`src/rtl/isc_pkg.sv`:
```
package isc_pkg;
  // Per-source status bits. busy means "sent" for a level source and
  // "delivery outstanding" for an edge source.
  typedef struct packed {
    logic req;
    logic mpend;
    logic rej;
    logic busy;
  } isc_flags_t;
endpackage

```
`src/rtl/isc_source.sv`:
```
module isc_source
  import isc_pkg::*;
#(
  parameter int SRV_W  = 8,
  parameter int PRIO_W = 8,
  parameter bit LEVEL  = 1'b0
) (
  input  logic              clk,
  input  logic              rst,
  input  logic              line_in,
  input  logic              cfg_we,
  input  logic [SRV_W-1:0]  cfg_server,
  input  logic [PRIO_W-1:0] cfg_prio,
  input  logic [PRIO_W-1:0] cfg_saved,
  input  logic              take,
  input  logic              rej_hit,
  input  logic              eoi_hit,
  input  logic              resend,
  output logic              elig,
  output logic [SRV_W-1:0]  server,
  output logic [PRIO_W-1:0] prio,
  output logic [PRIO_W-1:0] saved
);
  localparam logic [PRIO_W-1:0] MASKED = '1;

  isc_flags_t        f_q, f_d;
  logic              line_q;
  logic [SRV_W-1:0]  srv_q, srv_d;
  logic [PRIO_W-1:0] prio_q, prio_d, sav_q, sav_d;
  logic              open_d, evt, trig;

  always_comb begin
    f_d    = f_q;
    srv_d  = cfg_we ? cfg_server : srv_q;
    prio_d = cfg_we ? cfg_prio   : prio_q;
    sav_d  = cfg_we ? cfg_saved  : sav_q;
    open_d = (prio_d != MASKED);
    evt    = (line_in != line_q) | cfg_we | resend;
    trig   = line_in & ~line_q;

    if (take) begin
      f_d.req = 1'b0;
      if (!LEVEL) f_d.busy = 1'b1;
    end
    if (rej_hit) begin
      f_d.busy = 1'b0;
      if (!LEVEL) f_d.rej = 1'b1;
    end
    if (eoi_hit) f_d.busy = 1'b0;

    if (LEVEL) begin
      if (evt && open_d && line_in && !f_d.busy && !f_d.req) begin
        f_d.req  = 1'b1;
        f_d.busy = 1'b1;
      end
    end else begin
      if (trig) begin
        if (open_d) f_d.req = 1'b1;
        else        f_d.mpend = 1'b1;
      end
      if (cfg_we && f_d.mpend && open_d) begin
        f_d.mpend = 1'b0;
        f_d.req   = 1'b1;
      end
      if (resend && f_d.rej) begin
        f_d.rej = 1'b0;
        if (open_d) f_d.req = 1'b1;
      end
    end
  end

  always_ff @(posedge clk) begin
    if (rst) begin
      f_q    <= '0;
      line_q <= 1'b0;
      srv_q  <= '0;
      prio_q <= MASKED;
      sav_q  <= MASKED;
    end else begin
      f_q    <= f_d;
      line_q <= line_in;
      srv_q  <= srv_d;
      prio_q <= prio_d;
      sav_q  <= sav_d;
    end
  end

  assign elig   = f_q.req & (LEVEL | ~f_q.busy);
  assign server = srv_q;
  assign prio   = prio_q;
  assign saved  = sav_q;

  generate
    if (!LEVEL) begin : g_edge_chk
      AST_MPEND_MASKED: assert property (@(posedge clk) disable iff (rst)
        f_q.mpend |-> (prio_q == MASKED));
    end
  endgenerate
endmodule

```
`src/rtl/isc_pick.sv`:
```
module isc_pick #(
  parameter int N     = 16,
  parameter int IDX_W = 4
) (
  input  logic [N-1:0]     cand,
  output logic             found,
  output logic [IDX_W-1:0] idx
);
  always_comb begin
    found = 1'b0;
    idx   = '0;
    for (int i = N - 1; i >= 0; i--) begin
      if (cand[i]) begin
        found = 1'b1;
        idx   = IDX_W'(i);
      end
    end
  end
endmodule

```
`src/rtl/isc_present.sv`:
```
module isc_present #(
  parameter int NUM_SRC = 16,
  parameter int IDX_W   = 4,
  parameter int SRV_W   = 8,
  parameter int PRIO_W  = 8,
  parameter int NUM_W   = 24,
  parameter int BASE    = 4096
) (
  input  logic               clk,
  input  logic               rst,
  input  logic               found,
  input  logic [IDX_W-1:0]   pick_idx,
  input  logic [SRV_W-1:0]   pick_srv,
  input  logic [PRIO_W-1:0]  pick_prio,
  input  logic               pres_ready,
  output logic               pres_valid,
  output logic [IDX_W-1:0]   held_idx,
  output logic [SRV_W-1:0]   pres_server,
  output logic [NUM_W-1:0]   pres_num,
  output logic [PRIO_W-1:0]  pres_prio,
  output logic [NUM_SRC-1:0] take_vec
);
  localparam logic [NUM_W-1:0] BASE_NUM = NUM_W'(BASE);
  logic load;

  assign load = ~pres_valid | pres_ready;

  always_ff @(posedge clk) begin
    if (rst) begin
      pres_valid  <= 1'b0;
      held_idx    <= '0;
      pres_server <= '0;
      pres_num    <= '0;
      pres_prio   <= '0;
    end else if (load) begin
      pres_valid  <= found;
      held_idx    <= pick_idx;
      pres_server <= pick_srv;
      pres_num    <= BASE_NUM + NUM_W'(pick_idx);
      pres_prio   <= pick_prio;
    end
  end

  always_comb begin
    take_vec = '0;
    if (pres_valid && pres_ready) take_vec[held_idx] = 1'b1;
  end

  AST_HOLD_OFFER: assert property (@(posedge clk) disable iff (rst)
    pres_valid && !pres_ready |=> pres_valid && $stable(pres_num) && $stable(pres_prio) && $stable(pres_server));
  AST_NUM_RANGE: assert property (@(posedge clk) disable iff (rst)
    pres_valid |-> (pres_num >= BASE_NUM) && (pres_num - BASE_NUM < NUM_W'(NUM_SRC)));
  AST_NO_DUP: assert property (@(posedge clk) disable iff (rst)
    pres_valid && pres_ready |=> !(pres_valid && pres_num == $past(pres_num)));
endmodule

```
`src/rtl/intsrc_ctrl.sv`:
```
module intsrc_ctrl #(
  parameter int                 NUM_SRC   = 16,
  parameter int                 SRV_W     = 8,
  parameter int                 PRIO_W    = 8,
  parameter int                 NUM_W     = 24,
  parameter int                 BASE      = 4096,
  parameter logic [NUM_SRC-1:0] LEVEL_MAP = 16'hFF00,
  localparam int                IDX_W     = (NUM_SRC > 1) ? $clog2(NUM_SRC) : 1
) (
  input  logic               clk,
  input  logic               rst,
  input  logic [NUM_SRC-1:0] src_line,
  input  logic               cfg_we,
  input  logic [IDX_W-1:0]   cfg_idx,
  input  logic [SRV_W-1:0]   cfg_server,
  input  logic [PRIO_W-1:0]  cfg_prio,
  input  logic [PRIO_W-1:0]  cfg_saved,
  input  logic [IDX_W-1:0]   rd_idx,
  output logic [SRV_W-1:0]   rd_server,
  output logic [PRIO_W-1:0]  rd_prio,
  output logic [PRIO_W-1:0]  rd_saved,
  input  logic               rej_valid,
  input  logic [NUM_W-1:0]   rej_num,
  input  logic               eoi_valid,
  input  logic [NUM_W-1:0]   eoi_num,
  input  logic               resend,
  output logic               pres_valid,
  input  logic               pres_ready,
  output logic [SRV_W-1:0]   pres_server,
  output logic [NUM_W-1:0]   pres_num,
  output logic [PRIO_W-1:0]  pres_prio
);
  localparam logic [NUM_W-1:0] BASE_NUM = NUM_W'(BASE);

  logic [NUM_W-1:0]   rej_off, eoi_off;
  logic               rej_in, eoi_in;
  logic [NUM_SRC-1:0] elig, cand, take_vec;
  logic [SRV_W-1:0]   srv_a  [NUM_SRC];
  logic [PRIO_W-1:0]  prio_a [NUM_SRC];
  logic [PRIO_W-1:0]  sav_a  [NUM_SRC];
  logic               found;
  logic [IDX_W-1:0]   pick_idx, held_idx;

  // Global-to-local conversion of notification numbers
  assign rej_off = rej_num - BASE_NUM;
  assign eoi_off = eoi_num - BASE_NUM;
  assign rej_in  = rej_valid && (rej_num >= BASE_NUM) && (rej_off < NUM_W'(NUM_SRC));
  assign eoi_in  = eoi_valid && (eoi_num >= BASE_NUM) && (eoi_off < NUM_W'(NUM_SRC));

  generate
    for (genvar i = 0; i < NUM_SRC; i++) begin : g_src
      isc_source #(
        .SRV_W (SRV_W),
        .PRIO_W(PRIO_W),
        .LEVEL (LEVEL_MAP[i])
      ) u_src (
        .clk       (clk),
        .rst       (rst),
        .line_in   (src_line[i]),
        .cfg_we    (cfg_we && (cfg_idx == IDX_W'(i))),
        .cfg_server(cfg_server),
        .cfg_prio  (cfg_prio),
        .cfg_saved (cfg_saved),
        .take      (take_vec[i]),
        .rej_hit   (rej_in && (rej_off == NUM_W'(i))),
        .eoi_hit   (eoi_in && (eoi_off == NUM_W'(i))),
        .resend    (resend),
        .elig      (elig[i]),
        .server    (srv_a[i]),
        .prio      (prio_a[i]),
        .saved     (sav_a[i])
      );
      // The offer currently held may not be chosen again while it leaves.
      assign cand[i] = elig[i] & ~(pres_valid && (held_idx == IDX_W'(i)));
    end
  endgenerate

  isc_pick #(.N(NUM_SRC), .IDX_W(IDX_W)) u_pick (
    .cand (cand),
    .found(found),
    .idx  (pick_idx)
  );

  isc_present #(
    .NUM_SRC(NUM_SRC), .IDX_W(IDX_W), .SRV_W(SRV_W),
    .PRIO_W (PRIO_W),  .NUM_W(NUM_W), .BASE (BASE)
  ) u_pres (
    .clk        (clk),
    .rst        (rst),
    .found      (found),
    .pick_idx   (pick_idx),
    .pick_srv   (srv_a[pick_idx]),
    .pick_prio  (prio_a[pick_idx]),
    .pres_ready (pres_ready),
    .pres_valid (pres_valid),
    .held_idx   (held_idx),
    .pres_server(pres_server),
    .pres_num   (pres_num),
    .pres_prio  (pres_prio),
    .take_vec   (take_vec)
  );

  always_ff @(posedge clk) begin
    if (rst) begin
      rd_server <= '0;
      rd_prio   <= '0;
      rd_saved  <= '0;
    end else begin
      rd_server <= srv_a[rd_idx];
      rd_prio   <= prio_a[rd_idx];
      rd_saved  <= sav_a[rd_idx];
    end
  end

  AST_RESET_IDLE: assert property (@(posedge clk)
    rst |=> !pres_valid);
endmodule

```
`config.mk`:
```
export PLATFORM = sky130hd
export DESIGN_NAME = intsrc_ctrl
export DESIGN_NICKNAME = d
export VERILOG_FILES = /design/src/rtl/isc_pkg.sv /design/src/rtl/isc_source.sv /design/src/rtl/isc_pick.sv /design/src/rtl/isc_present.sv /design/src/rtl/intsrc_ctrl.sv
export SDC_FILE = /design/constraint.sdc
export NUM_CORES = 1
export LEC_CHECK = 0
export BUFFER_PORTS_ARGS = -buffer_cell sky130_fd_sc_hd__buf_2
export CAP_MARGIN = 5
export CORE_AREA = 4 4 292 151
export DETAILED_ROUTE_END_ITERATION = 16
export DIE_AREA = 0 0 296 155
export PLACE_DENSITY = 0.82
export SLEW_MARGIN = 0
export SYNTH_ARGS = -nofsm -noshare
export SYNTH_HDL_FRONTEND = slang
export SYNTH_HIERARCHICAL = 1
export SYNTH_SLANG_ARGS = --single-unit
```
`constraint.sdc`:
```
create_clock -name clk -period 5.24 [get_ports clk]
set_input_delay 0.786 -clock clk [delete_from_list [all_inputs] [get_ports clk]]
set_output_delay 0.786 -clock clk [all_outputs]
set_load 0.01 [all_outputs]
```
======== Word level (Yosys, flattened, before mapping) ========
Cells that the tools add are included.
storage, ports and cells
  bits in registers ....................... 517
  input port bits ......................... 103
  output and inout port bits .............. 65
  logic and storage cells ................. 647
operators by class
  $add $sub $neg .......................... 3
  magnitude comparators ................... 8
  eq/ne operators ......................... 84
  mux-type cells .......................... 178
  bitwise operators ....................... 84
  reductions and logical operators ........ 170
operators with widths
  operator                                                              number
  equality test 24 x 4 -> 1 bit (second input constant)                 16
  two-way mux 8 bit                                                     26
  equality test 24 x 3 -> 1 bit (second input constant)                 8
  binary-select mux 8 bit (select 4 bit)                                5
  != test 8 bit (second input constant)                                 16
  logical AND 1 bit                                                     126
  two-way mux 1 bit                                                     105
  equality test 24 x 2 -> 1 bit (second input constant)                 4
  equality test 4 bit (second input constant)                           16
  two-way mux 4 bit                                                     16
  equality test 24 x 1 -> 1 bit (second input constant)                 2
  greater-or-equal comparator 24 x 13 -> 1 bit (second input constant)  2
  logical NOT 24 bit                                                    2
  < comparator 24 x 5 -> 1 bit (second input constant)                  2
  two-way mux 2 bit                                                     24
  subtractor 24 x 13 -> 24 bit (second input constant)                  2
  inverter 1 bit                                                        33
  AND 1 bit                                                             32
  equality test 4 x 3 -> 1 bit (second input constant)                  8
  OR reduction 2 bit                                                    16
  OR reduction 3 bit                                                    8
  bitwise OR 1 bit                                                      17
  equality test 4 x 2 -> 1 bit (second input constant)                  4
  logical NOT 1 bit                                                     16
  other kinds (10)                                                      21

======== Logic depth before layout (Yosys ltp) ========
Gate-level depths: netlist of run 1.
  depth after elaboration ................. 24
  gate-level depth with buffers ........... 14
  depth with buffers taken out ............ 12

======== Cells and area by module ========
The synthesis of run 1 kept the hierarchy.
modules (own cells, without submodules)
  module                             instances  cells an instance  area an instance (µm²)  sequential area each (µm²)
  isc_source at g_src[0].u_src ...   8          106                1,083.5                 580.6
  isc_source at g_src[10].u_src ...  8          98                 1,048.5                 540.5
  intsrc_ctrl                        1          524                6,099.6                 480.5
  isc_present                        1          143                1,330.0                 440.4
  isc_pick                           1          33                 178.9                   0.0

======== Worst setup path after synthesis of run 1 ========
No wires, ideal clock.
  kind .................................... register to register
  start point ............................. register u_pres/pres_num[3] (netlist name)
  end point ............................... register u_pres.pres_prio[0]
  library setup time ...................... 0.120 ns
  arrival time ............................ 3.154 ns
  data required time ...................... 5.120 ns
  path slack .............................. 1.967 ns
  cell stages (with the launch flop) ...... 12
  path buffers ............................ 2
  path through ............................ dfxtp_1 > nand3_1 > o31a_1 > o311a_2 > o22ai_1 > clkbuf_1 > buf_2 > mux4_2 > a22oi_1 > nand2_1 > nand2b_1 > o21ai_1
RTL lines
  item                  RTL line           text
  to (signal assigned)  isc_present.sv:40  pres_prio <= pick_prio;
  to (decl)             isc_present.sv:20  output logic [PRIO_W-1:0] pres_prio,

======== Final worst setup path of run 1 ========
  start point ............................. register u_pres.pres_valid
  end point ............................... register u_pres.pres_prio[3]
RTL lines
  item                                                  RTL line           text
  from (decl)                                           isc_present.sv:16  output logic pres_valid,
  from (signal assigned)                                isc_present.sv:36  pres_valid <= found;
  logical AND 1 bit                                     intsrc_ctrl.sv:74  assign cand[i] = elig[i] & ~(pres_valid && (held_idx == IDX_W'(i)));
  inverter 1 bit                                        intsrc_ctrl.sv:74
  AND 1 bit                                             intsrc_ctrl.sv:74
  via cand[0]                                           intsrc_ctrl.sv:37  logic [NUM_SRC-1:0] elig, cand, take_vec;
  two-way mux 4 bit                                     isc_pick.sv:13     if (cand[i]) begin
  via pick_idx[0]                                       intsrc_ctrl.sv:42  logic [IDX_W-1:0] pick_idx, held_idx;
  inverter 4 -> 5 bit (not written as such)             intsrc_ctrl.sv:93  .pick_prio (prio_a[pick_idx]),
  binary-select mux 8 bit (select 4 bit)                intsrc_ctrl.sv:93
  two-way mux 8 bit (not written as such) (2 in a row)  intsrc_ctrl.sv:93
The timed path passes the listed nets, and every way through them passes these cells. The select of a mux whose other input is x is not followed.
A chain may end at the register's enable or synchronous reset.

==> results of run 1 <==
[cell usage in the layout (no fill, tap or decap), drive strengths merged, types with 8 or more instances in the layout]
master / instances
nor3: 21
nor3b: 12
o22ai: 17
and3: 33
nand4bb: 21
nand2: 203
nand2b: 34
inv: 18
mux4: 160
o21a: 9
mux2i: 240
a31o: 8
conb: 19
buf: 188
nor2b: 174
nand3: 64
or3b: 9
and2b: 24
dfxtp: 494
a22o: 8
a21oi: 21
nor4: 46
o21ai: 29
clkinv: 15
a211o: 144
nand4: 37
a22oi: 89
clkbuf: 58
nor2: 200
[metrics by stage]
stage               total power [µW]  instance area, µm²
finish                          9236               27080
global route                    9485               27070
CTS                             9178               27070
detailed placement              5752               25530
global placement                5704               25530
floorplan                       5138               24730
[worst max-delay path by stage]
stage,start,to,slack [ns],cells past startpoint
final,u_pres/pres_valid,u_pres/pres_prio[3],1.07,11
after global routing,u_pres/pres_valid,u_pres/pres_prio[3],0.79,11
after detailed placement,u_pres/pres_valid,u_pres/pres_prio[4],1.27,11
after global placement,u_pres/pres_valid,u_pres/pres_prio[4],1.26,11
after floorplan,u_pres/pres_num[3],u_pres/pres_prio[0],1.97,11
after CTS,u_pres/pres_valid,u_pres/pres_prio[4],1.23,11
[where the power goes]
part	leakage, µW	internal [µW]	switching (µW)
clock	0.000756	1930	1560
combinational	0.00466	629	1090
sequential	0.00402	3890	138
[registers in the layout, indices dropped and copies added (netlist names), 3 cells and up]
register / count
g_src.u_src/prio: 128
g_src.u_src/saved: 128
g_src.u_src/server: 128
g_src.u_src/f_q: 40
g_src.u_src/line_q: 16
g_src.u_src/elig: 8
rd_prio: 8
rd_saved: 8
rd_server: 8
u_pres/pres_prio: 8
u_pres/pres_server: 8
u_pres/held_idx: 3
[synth_stat cells, types with 21 or more instances]
master	number
and2b_1	24
nand3_1	64
nor2b_1	173
nor4_1	34
mux2i_1	240
nand2_1	203
nand4bb_1	21
dfxtp_1	494
and3_1	33
nor2_1	198
nand2b_1	34
a21oi_1	21
nand4_1	35
a22oi_1	81
mux4_2	160
clkbuf_1	70
buf_4	37
buf_2	47
a211o_1	144
[layout make-up]
class | count | area, µm² | area share (%)
multi-input combinational | 1649 | 13810 | 50.99
sequential | 494 | 9889 | 36.52
clock inverter | 24 | 306.5 | 1.132
clock buffer | 58 | 1234 | 4.556
antenna | 2 | 5.005 | 0.01848
timing repair buffer | 188 | 1085 | 4.006
inverter | 17 | 63.81 | 0.2357
tap | 550 | 688.2 | 2.541
[routing by layer]
layer  wire (µm)  global-route usage [%]  share of wire [%]  up-vias
met5          65                       0              0.079        -
met3       13230                   13.22                 16      253
li1            -                       -                  -     8697
met4        2798                   11.60                3.4       12
met2       32600                   46.36                 40     1499
met1       33710                   52.24                 41    10060
[logic make-up (layout without fill, tap and decap cells)]
logic type / count (synthesis) / count (layout)
buffers and inverters: 207 / 287
AND/OR/NAND/NOR: 891 / 891
flip-flops: 494 / 494
other: 1 / 21
XOR/XNOR: 1 / 1
AO/OA/AOI/OAI: 338 / 338
multiplexers: 400 / 400
==> out/results.txt, run 1 <==
status -> completed
Synth-to-Final Area Change -> 9.780%
DR iter-0 viols -> 2975
worst hold path depth -> 2
largest net degree at the start of global routing -> 178
CTS tree -> done
Hold Path Sink -> g_src[2].u_src/line_q
VDD IR-drop max -> 0.0002807 V
final worst-path cycle share -> 79.50%
DRC viols -> 0
filler cell count -> 3099
crit path max-delay cell type -> dfxtp_1
Compound-Gate Fraction of Synth Area -> 10.96%
Worst Path Max Fanout -> 16
final wirelength -> 82420 µm
RePlAce Congestion -> 0.9862
area leader, netlist -> dfxtp_1
Via density -> 6.883
min-delay src -> src_line[2]
Most used DFF post-synth -> dfxtp_1
Worst Hold Class -> input pin to flip-flop
final worst path period need -> 4.166 ns
dominant cells by area after synthesis -> dfxtp_1 40%, mux4_2 15%, mux2i_1 9.7%, a211o_1 5.1%, nor2b_1 4.4%
hold slack -> 0.4035 ns
R2R Setup Slk -> 1.07 ns
GRT Util Overall -> 35.03%
CTS root buffer -> clkbuf_16
Max Fclk -> 240.1 MHz
CP startpoint kind -> flip-flop
setup bufs post-CTS -> 0
Die H -> 155 µm
Syn Inst Count -> 2332
CP Capture Type -> flip-flop
IO Pins -> 168
placed cells -> 2898
Nets -> 2497
xor-xnor portion of the synthesized cell area -> 0.03551%
largest family of logic cells by synthesized area -> multiplexers
max-slew violations -> 0
Max stage delay on crit path -> 0.68 ns
post-synth cell types -> 61
post-synthesis async set-or-reset flop share -> 0%
r2r startpoint -> u_pres/pres_valid
Leak Pwr -> 0.009435 µW
fraction of the mapped netlist area in simple logic gates -> 19.71%
top-area cell type share of the netlist area -> 40.10%
post-route ant nets -> 0
Pre-antenna DRT Iters -> 9
H-tree depth -> 2
Worst slew margin -> 19.42%
critical path cell sequence -> nor3b_1, a21boi_0, nor3_1, nand3_1, o22ai_4, buf_4, mux4_2, a22oi_1, nand2_1, nand2b_1, o21ai_1
die area -> 45880 µm²
DR WL/cell -> 27.64 µm
CTS max path bufs -> 3
clock sink count -> 494
Top delay family on crit path -> compound AO/OA/AOI/OAI gates
Worst Path Arrival -> 4.62 ns
first-pass GRT wire length -> 122300 µm
worst slack, placed -> 1.266 ns
mux cell area share after synthesis -> 24.35%
cells resized by post-CTS repair -> 0
HPWL after DPL -> 55010 µm
Initial Util -> 59.51%
GR Overflow Total -> 0
total CTS buffers -> 44
share of layout cells above drive strength 1 -> 20.53%
WS Path Type -> flip-flop to flip-flop
final setup fails -> 0
Seq/Total Area, Yosys -> 40.10%
fin cells -> 2982
Max Cap Viol -> 0
Clock transition at path regs -> 0.07 ns
Worst Path Buf+Inv -> 1
FF+latch count, synth -> 494
Port Buffers -> 148
worst setup margin -> 1.074 ns
synth warn -> 6
final hold violation count -> 0
vias in the first global route -> 19510
Post-synth EDFFs -> 0
RSZ-0062 raised after global routing -> no
Die W -> 296 µm
Core Rows -> 53
mapped cell area -> 24660 µm²
CP required -> 5.69 ns
area share of fa/ha/maj cells after synthesis -> 0%
via count -> 20530
RR Endpoint -> u_pres/pres_prio[3]
Worst Max-Slew Pin Slew -> 1.206 ns
Max Clock Skew -> 0.04649 ns
power density cells -> 341.1 nW/µm²
Core Util, Final -> 65.33%
Syn Area/Cell -> 10.58 µm²
clk_lat worst skew -> 0.61 ns
core box area -> 41450 µm²
final setup TNS -> 0 ns
R2R depth -> 11
cts hold-fix bufs -> 0
initial antenna violation count -> 10
Power figures use the tool's default switching activity.
==> inputs of run 2 (changes only) <==
--- a/config.mk
+++ b/config.mk
@@ -7,10 +7,10 @@
 export LEC_CHECK = 0
 export BUFFER_PORTS_ARGS = -buffer_cell sky130_fd_sc_hd__buf_2
 export CAP_MARGIN = 5
-export CORE_AREA = 4 4 292 151
+export CORE_AREA = 4 4 305 157
 export DETAILED_ROUTE_END_ITERATION = 16
-export DIE_AREA = 0 0 296 155
-export PLACE_DENSITY = 0.82
+export DIE_AREA = 0 0 309 161
+export PLACE_DENSITY = 0.79
 export SLEW_MARGIN = 0
 export SYNTH_ARGS = -nofsm -noshare
 export SYNTH_HDL_FRONTEND = slang
==> constraint.sdc (replaced) <==
create_clock -name clk -period 3.83 [get_ports clk]
set_input_delay 0.5745 -clock clk [delete_from_list [all_inputs] [get_ports clk]]
set_output_delay 0.5745 -clock clk [all_outputs]
set_load 0.01 [all_outputs]
==> out/results.txt, run 2 (synthesis gave the netlist of run 1 again) <==
status -> completed
Pre-antenna DRT Iters -> 6 (-3)
RSZ-0062 raised after global routing -> no
cells resized by post-CTS repair -> 0 (unchanged)
Die W -> 309 µm (+4.4%)
Hold Path Sink -> g_src[1].u_src/line_q
CP startpoint kind -> flip-flop
FF/Latch Area -> 9889 µm² (unchanged)
Worst Max-Slew Pin Slew -> 1.120 ns (-0.08620 ns)
GR Overflow Total -> 0 (unchanged)
Initial Util -> 54.80% (-4.7 points)
r2r startpoint -> u_pres/held_idx[2]
largest net degree at the start of global routing -> 111 (-38%)
Max Clock Skew -> 0.01720 ns (-0.02929 ns)
filler cell count -> 3601 (+16%)
Die H -> 161 µm (+3.9%)
IO Pins -> 168 (unchanged)
final setup TNS -> 0 ns (unchanged)
power density cells -> 456.0 nW/µm² (+34%)
final setup fails -> 0 (unchanged)
vias in the first global route -> 19300 (-1.1%)
switching share of power -> 28.60% (-1.6 points)
H-tree depth -> 2 (unchanged)
Seq pwr share -> 44.1% (+0.5 points)
via count -> 19770 (-3.7%)
Worst Path Max Fanout -> 10 (-6)
commonest non-fill, non-tap cell in the layout -> dfxtp_1
CP Capture Type -> flip-flop
hold slack -> 0.2356 ns (-0.1679 ns)
Port Buffers -> 148 (unchanged)
Worst slew margin -> 25.21% (+5.8 points)
Worst Hold Class -> input pin to flip-flop
min-delay src -> src_line[1]
R2R depth -> 11 (unchanged)
Nets -> 2524 (+1.1%)
Multi-input gate area -> 13810 µm² (unchanged)
Leak Pwr -> 0.009569 µW (+1.4%)
post-route ant nets -> 0 (unchanged)
Max Cap Viol -> 0 (unchanged)
CTS max path bufs -> 3 (unchanged)
CTS tree -> done
Via density -> 6.478 (-5.9%)
CP required -> 4.32 ns (-1.37 ns)
DRC viols -> 0 (unchanged)
Post-DP Area -> 25840 µm² (+1.2%)
total CTS buffers -> 45 (+2.3%)
final hold violation count -> 0 (unchanged)
Core Rows -> 55 (+3.8%)
cell-internal power -> 8902 µW (+38%)
Clock transition at path regs -> 0.07 ns (about the same)
R2R Setup Slk -> 0.31 ns (-0.76 ns)
clock group share of total power -> 37.4% (-0.4 points)
DR WL/cell -> 24.78 µm (-10%)
RR Endpoint -> u_pres/pres_server[0]
setup bufs post-CTS -> 0 (unchanged)
share of layout cells above drive strength 1 -> 20.99% (+0.46 points)
VDD IR-drop max -> 0.0004611 V (+64%)
placed cells -> 2972 (+2.6%)
max-slew violations -> 0 (unchanged)
RePlAce Congestion -> 0.9516 (-3.5%)
first-pass GRT wire length -> 114800 µm (-6.1%)
Comb power frac -> 18.6% (about the same)
core box area -> 45010 µm² (+8.6%)
CTS root buffer -> clkbuf_16
Synth-to-Final Area Change -> 10.86%
clock sink count -> 494 (unchanged)
initial antenna violation count -> 2 (-8)
final worst path period need -> 3.520 ns (-0.6459 ns)
final worst-path cycle share -> 91.90% (+12 points)
clk_lat worst skew -> 0.57 ns (-0.04 ns)
commonest cells after routing, fill and taps aside -> 494 x dfxtp_1, 240 x mux2i_1, 203 x nand2_1
die area -> 49750 µm² (+8.4%)
fin area -> 27340 µm² (+0.98%)
HPWL after DPL -> 50130 µm (-8.9%)
WS Path Type -> flip-flop to flip-flop
DR iter-0 viols -> 2534 (-15%)
final wirelength -> 75630 µm (-8.2%)
cts hold-fix bufs -> 0 (unchanged)
P_sw -> 3565 µW (+28%)
GRT Util Overall -> 29.58% (-5.5 points)
Max Fclk -> 284.1 MHz (+18%)
fin cells -> 3052 (+2.3%)
Worst Path Arrival -> 4.01 ns (-0.61 ns)
worst hold path depth -> 2 (unchanged)
## run 2: changes by cell type in the layout (fill, tap and decap cells not counted)
cell and delta:
clkinv_16 -2, clkbuf_1 +7, clkbuf_8 +4, clkbuf_16 +3
clkinv_2 -10, diode_2 -1, buf_4 +22, clkinvlp_4 -3
bufinv_16 -2, buf_12 +4
## run 2: worst max path at each step
stage | startpoint | to | slack [ns] | cells past startpoint
floorplan | u_pres/pres_num[3] | u_pres/pres_prio[0] | 0.56 | 11
global placement | u_pres/pres_num[3] | u_pres/pres_server[7] | 0.46 | 11
detailed placement | u_pres/pres_num[3] | u_pres/pres_server[5] | 0.36 | 11
CTS | u_pres/held_idx[2] | u_pres/pres_server[5] | 0.31 | 11
global route | u_pres/held_idx[2] | u_pres/pres_server[5] | 0.08 | 12
finish | u_pres/held_idx[2] | u_pres/pres_server[0] | 0.31 | 11
## run 2: routing by layer
| metal | track usage (%) | vias to the layer above | share of wire, % | wire length [µm] |
|---|---|---|---|---|
| met4 | 10.35 | 0 | 3.4 | 2555 |
| met2 | 46.23 | 1177 | 44 | 33600 |
| met5 | 0 | - | 0 | 0 |
| met3 | 8.256 | 206 | 12 | 8960 |
| li1 | - | 8755 | - | - |
| met1 | 39.73 | 9634 | 40 | 30510 |
## run 2: layout make-up
class / instances / share of cell area (%)
antenna: 1 / 0.009152
clock buffer: 72 / 5.084
clock inverter: 7 / 0.4164
inverter: 17 / 0.2334
multi-input combinational: 1649 / 50.49
sequential: 494 / 36.17
tap: 598 / 2.736
timing repair buffer: 214 / 4.864
## run 2: power by group through the flow
stage | clock network [µW] | logic [µW] | registers, µW
after floorplan | 0 | 1460 | 5570
after global placement | 0 | 2230 | 5590
after detailed placement | 0 | 2260 | 5600
after CTS | 4690 | 2270 | 5490
after global routing | 4910 | 2450 | 5500
final | 4660 | 2310 | 5490
## run 2: worst max-delay path, cell delays in order, from the launching register on
cell      delay [ns]
dfxtp_1         0.45
nor3b_1         0.43
a31oi_1         0.19
nor2_1          0.32
nand2_1         0.11
nor3b_1         0.25
nor2b_1         0.91
buf_4           0.35
a22oi_1         0.11
nand2_1         0.12
nand2b_1        0.07
o21ai_1         0.13
## run 2: per-stage QoR
step | power [µW] | util, % | setup WS [ns]
global route | 12870 | 60.76 | 0.08196
floorplan | 7030 | - | 0.5568
CTS | 12450 | 60.75 | 0.3099
finish | 12470 | 60.76 | 0.3102
global placement | 7820 | 57.41 | 0.4639
detailed placement | 7857 | 57.41 | 0.3614
